`config.mk`:
```
export PLATFORM = sky130hd
export DESIGN_NAME = svc_req_poll
export DESIGN_NICKNAME = d
export VERILOG_FILES = /design/src/rtl/svc_pkg.sv /design/src/rtl/svc_host_regs.sv /design/src/rtl/svc_req_hold.sv /design/src/rtl/svc_poll_out.sv /design/src/rtl/svc_req_poll.sv
export SDC_FILE = /design/constraint.sdc
export NUM_CORES = 1
export LEC_CHECK = 0
export ABC_CLOCK_PERIOD_IN_PS = 1530
export CAP_MARGIN = 10
export CORE_MARGIN = 2
export CORE_UTILIZATION = 49
export CTS_CLUSTER_SIZE = 8
export DETAILED_ROUTE_END_ITERATION = 8
export DONT_BUFFER_PORTS = 1
export PLACE_DENSITY_LB_ADDON = 0.05
export SETUP_SLACK_MARGIN = 0.1
export SYNTH_ARGS = -nofsm -noshare
export SYNTH_HDL_FRONTEND = slang
export SYNTH_SLANG_ARGS = --single-unit
export TNS_END_PERCENT = 1
```
`constraint.sdc`:
```
create_clock -name clk -period 1.53 [get_ports clk]
set_input_delay 0.306 -clock clk [delete_from_list [all_inputs] [get_ports clk]]
set_output_delay 0.306 -clock clk [all_outputs]
set_load 0.02 [all_outputs]
```
`src/rtl/svc_pkg.sv`:
```
package svc_pkg;
    parameter int SB_W    = 8;
    parameter int RQS_POS = 6;
    parameter int SEL_W   = 2;

    localparam logic [SEL_W-1:0] SEL_STATUS = SEL_W'(0);
    localparam logic [SEL_W-1:0] SEL_MASK   = SEL_W'(1);
    localparam logic [SEL_W-1:0] SEL_CMD    = SEL_W'(2);

    localparam logic [SB_W-1:0] CMD_RSV_SET = SB_W'(8'h98);
    localparam logic [SB_W-1:0] CMD_RSV_CLR = SB_W'(8'h18);

    localparam logic [SB_W-1:0] RQS_ONLY = SB_W'(1) << RQS_POS;
    localparam logic [SB_W-1:0] NON_RQS  = ~RQS_ONLY;

    typedef struct packed {
        logic [SB_W-1:0] status;
        logic [SB_W-1:0] mask;
        logic            rsv;
    } regs_t;

    typedef struct packed {
        logic srq;
    } hold_t;

    typedef struct packed {
        logic done;
    } poll_t;
endpackage

```
`src/rtl/svc_host_regs.sv`:
```
module svc_host_regs
    import svc_pkg::*;
(
    input  logic             clk,
    input  logic             rst_n,
    input  logic             host_wr,
    input  logic [SEL_W-1:0] host_sel,
    input  logic [SB_W-1:0]  host_wdata,
    input  logic [SB_W-1:0]  cond_set,
    input  logic             accept,
    output logic [SB_W-1:0]  status_q,
    output logic             req_nxt
);
    regs_t r_d, r_q;
    logic [SB_W-1:0] hit;
    logic wr_status, wr_mask, wr_cmd, cmd_set, cmd_clr;

    always_comb begin
        wr_status = host_wr && (host_sel == SEL_STATUS);
        wr_mask   = host_wr && (host_sel == SEL_MASK);
        wr_cmd    = host_wr && (host_sel == SEL_CMD);
        cmd_set   = wr_cmd && (host_wdata == CMD_RSV_SET);
        cmd_clr   = wr_cmd && (host_wdata == CMD_RSV_CLR);
    end

    always_comb begin
        r_d = r_q;
        if (wr_status) r_d.status = host_wdata;
        if (wr_mask)   r_d.mask   = host_wdata;
        r_d.status = r_d.status | (cond_set & NON_RQS);
        if (accept || cmd_clr) r_d.rsv = 1'b0;
        if (cmd_set)           r_d.rsv = 1'b1;
    end

    genvar gi;
    generate
        for (gi = 0; gi < SB_W; gi++) begin : g_hit
            if (gi == RQS_POS) begin : g_rqs
                assign hit[gi] = 1'b0;
            end else begin : g_dev
                assign hit[gi] = r_d.status[gi] & r_d.mask[gi];
            end
        end
    endgenerate

    assign req_nxt  = r_d.status[RQS_POS] | (|hit) | r_d.rsv;
    assign status_q = r_q.status;

    always_ff @(posedge clk or negedge rst_n) begin
        if (!rst_n) r_q <= '0;
        else        r_q <= r_d;
    end


    rsv_self_clear_chk: assert property (@(posedge clk) disable iff (!rst_n)
        (accept && !cmd_set) |=> !r_q.rsv);


    cond_sets_bits_chk: assert property (@(posedge clk) disable iff (!rst_n)
        (|(cond_set & NON_RQS)) |=>
        ((status_q & $past(cond_set) & NON_RQS) == ($past(cond_set) & NON_RQS)));
endmodule

```
`src/rtl/svc_req_hold.sv`:
```
module svc_req_hold
    import svc_pkg::*;
(
    input  logic clk,
    input  logic rst_n,
    input  logic xfer,
    input  logic accept,
    input  logic req_nxt,
    output logic srq_q
);
    hold_t h_d, h_q;
    logic hold;

    always_comb begin
        hold = xfer && !accept;
        h_d  = h_q;
        if (!hold) h_d.srq = req_nxt;
    end

    assign srq_q = h_q.srq;

    always_ff @(posedge clk or negedge rst_n) begin
        if (!rst_n) h_q <= '0;
        else        h_q <= h_d;
    end


    srq_frozen_chk: assert property (@(posedge clk) disable iff (!rst_n)
        (xfer && !accept) |=> $stable(srq_q));


    srq_follows_req_chk: assert property (@(posedge clk) disable iff (!rst_n)
        (!(xfer && !accept) && req_nxt) |=> srq_q);
endmodule

```
`src/rtl/svc_poll_out.sv`:
```
module svc_poll_out
    import svc_pkg::*;
(
    input  logic            clk,
    input  logic            rst_n,
    input  logic            spoll_act,
    input  logic            talk_addr,
    input  logic            byte_acc,
    input  logic [SB_W-1:0] status_q,
    input  logic            srq_q,
    output logic            xfer,
    output logic            accept,
    output logic            poll_valid,
    output logic [SB_W-1:0] poll_byte,
    output logic            poll_done
);
    poll_t p_d, p_q;

    always_comb begin
        xfer     = spoll_act && talk_addr;
        accept   = xfer && byte_acc;
        p_d.done = accept;
    end

    assign poll_valid = xfer;
    assign poll_byte  = (status_q & NON_RQS) | (srq_q ? RQS_ONLY : '0);
    assign poll_done  = p_q.done;

    always_ff @(posedge clk or negedge rst_n) begin
        if (!rst_n) p_q <= '0;
        else        p_q <= p_d;
    end


    done_after_accept_chk: assert property (@(posedge clk) disable iff (!rst_n)
        poll_done |-> $past(poll_valid && byte_acc));
endmodule

```
`src/rtl/svc_req_poll.sv`:
```
module svc_req_poll
    import svc_pkg::*;
(
    input  logic        clk,
    input  logic        rst_n,
    input  logic        host_wr,
    input  logic [1:0]  host_sel,
    input  logic [7:0]  host_wdata,
    input  logic [7:0]  cond_set,
    input  logic        spoll_act,
    input  logic        talk_addr,
    input  logic        byte_acc,
    output logic        srq_n,
    output logic        poll_valid,
    output logic [7:0]  poll_byte,
    output logic        poll_done
);
    logic [SB_W-1:0] status_q;
    logic req_nxt, srq_q, xfer, accept;

    svc_host_regs u_regs (
        .clk(clk), .rst_n(rst_n), .host_wr(host_wr), .host_sel(host_sel),
        .host_wdata(host_wdata), .cond_set(cond_set), .accept(accept),
        .status_q(status_q), .req_nxt(req_nxt)
    );

    svc_req_hold u_hold (
        .clk(clk), .rst_n(rst_n), .xfer(xfer), .accept(accept),
        .req_nxt(req_nxt), .srq_q(srq_q)
    );

    svc_poll_out u_poll (
        .clk(clk), .rst_n(rst_n), .spoll_act(spoll_act), .talk_addr(talk_addr),
        .byte_acc(byte_acc), .status_q(status_q), .srq_q(srq_q),
        .xfer(xfer), .accept(accept), .poll_valid(poll_valid),
        .poll_byte(poll_byte), .poll_done(poll_done)
    );

    assign srq_n = ~srq_q;


    rqs_matches_line_chk: assert property (@(posedge clk) disable iff (!rst_n)
        poll_valid |-> (poll_byte[RQS_POS] == !srq_n));
endmodule

```
==> results.json <==
{
  "areaGrowthSynthToFinish_pct": 11.5,
  "arrival_ns": 1.56,
  "numCtsBuffers": 3,
  "avgRoutedWirePerCell_um": 17.1,
  "p_int_mw": 0.754,
  "status": "finished clean",
  "worstSkewPairLatency_ns": 0.30,
  "post_cts_buffers": 0,
  "cts_sinks": 18,
  "hpwl_mm": 1.31,
  "grt_pass1_vias": 588,
  "syn_area_per_cell_um2": 11.1,
  "dieArea_um2": 2100,
  "rsz0062_at_grt": "yes",
  "fin_crit_sh_pct": 90.2,
  "synth_fp_nets": 101,
  "root_buffer": "clkbuf_4",
  "slew_viol_final": 0,
  "gp_congestion": 0.713,
  "cts_tree": "yes",
  "worst_ep_required_time_ns": 1.71,
  "drc_errors": 0,
  "grt_busiest_layer": "met2",
  "yosysWarningCount": 0,
  "grt_pass1_wl_mm": 2.55,
  "ios": 35,
  "nets": 108,
  "p_clk_share_pct": 29.7,
  "via_per_inst": 5.93,
  "die_h_um": 45.8,
  "min_path_cells": 2,
  "synth_area_um2": 857,
  "netlist_instances": 77,
  "reg2reg_depth": 4,
  "n_antenna_cell": 0,
  "rows": 15,
  "placed_cell_area_um2": 901,
  "dr_total_vias": 593,
  "htree_levels": 1,
  "grt_overflow": 0,
  "min_period_ns": 1.38,
  "critPathCaptureType": "register",
  "setup_slack_ns": 0.150,
  "p_per_area_nw_per_um2": 1060,
  "drive_above_1_share_pct": 25.3,
  "worst_clock_skew_ns": 0.00373,
  "fillerInstances": 136,
  "combPwrFrac_pct": 16.0,
  "antenna_found_initial": 0,
  "p_leak_nw": 0.426,
  "initialDrtViolationCount": 6,
  "routed_wl_mm": 1.71,
  "worst_pin_slew_ns": 0.815,
  "fmax_ghz": 0.725,
  "core_area_um2": 1690,
  "critPathLaunchType": "input port",
  "relSlewSlack_pct": 45.5,
  "hp-class": "in -> reg",
  "synth_cell_types": 24,
  "use_met3_pct": 4.76,
  "initial_core_util_pct": 50.7,
  "mostFrequentLayoutCell": "dfrtp_1",
  "dpl_worst_slack_ns": -0.245,
  "hold_viol": 0,
  "p_seq_share_pct": 54.3,
  "setup_viol": 0,
  "grt_use_met2_pct": 26.8,
  "port_buffers": 0,
  "die_w_um": 45.8,
  "final_area_um2": 956,
  "ant_nets": 0,
  "yosysSeqAreaShare_pct": 52.6,
  "swShare_pct": 25.5,
  "clockBufferDepth": 2,
  "p_switching_mw": 0.258,
  "maxCapViolations": 0,
  "drtPass1Iterations": 4,
  "grt.total_usage_pct": 18.5,
  "ir_worst_vdd_v": 0.000755,
  "path_clk_slew_ns": 0.11,
  "grt_max_degree": 19,
  "grt_use_met1_pct": 23.4,
  "worstPathMaxFanout": 4,
  "layout_common_cells": "18 x dfrtp_1, 11 x nand2_1, 9 x buf_4",
  "ys_ff_latch": 18,
  "critical_path_class": "in -> reg"
}
==> critical path, stage by stage <==
cell and delay (ns):
or3b_4 0.41, mux2_4 0.32, o21bai_1 0.18, a2111oi_2 0.23
a31oi_1 0.12
==> synthesized netlist by cell type <==
library cell  number  share of area (%)
nor3_1             5                2.9
mux2_4             1                1.8
buf_4              8                7.0
a22oi_1            1               0.88
nor4bb_1           2                2.3
a21oi_1            3                1.8
mux2_1             4                5.3
a31oi_1            1               0.73
inv_1              3                1.3
a2111oi_2          1                1.8
a41o_1             1                1.2
nor2_1             3                1.3
buf_2              1               0.58
nand2_1           11                4.8
nand3b_1           3                2.6
o21bai_1           1               0.88
a21boi_1           2                1.8
a221oi_1           1                1.0
dfrtp_1           18                 53
and3_1             1               0.73
or3b_1             1                1.0
nor3b_1            1               0.88
a311oi_1           1                1.0
mux2_2             3                3.9
==> final cells by class <==
type	instances	area [um2]	area share (%)
clock buffer	4	36.3	3.80
timing repair buffer	11	97.6	10.2
tap	17	21.3	2.23
sequential	18	450	47.1
multi-input combinational	47	339	35.5
inverter	3	11.3	1.18
==> logic make-up (layout without fill, tap and decap cells) <==
logic type,count (synthesis),after routing,synth area share (%)
compound gates,12,12,10.9
flops,18,18,52.6
simple gates,27,27,16.6
buf+inv,12,18,8.90
mux,8,8,10.9
==> state kept, by name, indices dropped and copies added (netlist names) <==
register          flops
u_regs.r_q            8
u_regs.status_q       8
u_hold.srq_q          1
u_poll.poll_done      1
==> stage by stage <==
| stage | std cells | hold slack (ns) | TNS (ns) | power (mW) | utilization, % |
|---|---|---|---|---|---|
| finish | 100 | 0.116 | 0 | 1.01 | 56.6 |
| global route | 100 | 0.108 | 0 | 1.06 | 56.6 |
| CTS | 100 | 0.104 | 0 | 1.03 | 56.6 |
| detailed placement | 95 | 0.0106 | -0.245 | 0.707 | 53.3 |
| global placement | 95 | 0.0107 | -0.201 | 0.702 | 53.3 |
| floorplan | 77 | 0.0104 | -0.166 | 0.677 | - |
==> power groups by stage <==
| stage | logic (mW) | registers [mW] | clock network (mW) |
|---|---|---|---|
| 3_3_place_gp | 0.144 | 0.559 | 0 |
| 4_1_cts | 0.164 | 0.550 | 0.313 |
| 6_report | 0.162 | 0.550 | 0.300 |
| 2_1_floorplan | 0.131 | 0.546 | 0 |
| 3_5_place_dp | 0.146 | 0.561 | 0 |
| 5_1_grt | 0.180 | 0.556 | 0.328 |
==> worst paths after layout <==
path | from | endpoint | slack (ns)
max | host_sel[0] | u_hold.srq_q | 0.15
min | cond_set[7] | u_regs.status_q[7] | 0.12
max reg2reg | u_regs.r_q[5] | u_hold.srq_q | 0.16
min reg2reg | u_regs.r_q[8] | u_regs.r_q[8] | 0.50
max in group asynchronous | rst_n | u_regs.r_q[5] | 0.49
min in group asynchronous | rst_n | u_poll.poll_done | 0.53
==> layer usage <==
layer  vias up  wire length, um  part of all wire, %
li1        279                -                    -
met1       285              719                   42
met2        24              810                   47
met3         5              126                  7.4
met4         0               52                  3.0
met5         -                0                    0
==> timing repair <==
item | CTS | global route
endpoints found under the hold margin | 18 | 0
hold buffers | 1 | 0
endpoints found under the setup margin | 1 | 1
gates resized for setup | 2 | 0
Power figures use the tool's default switching activity.
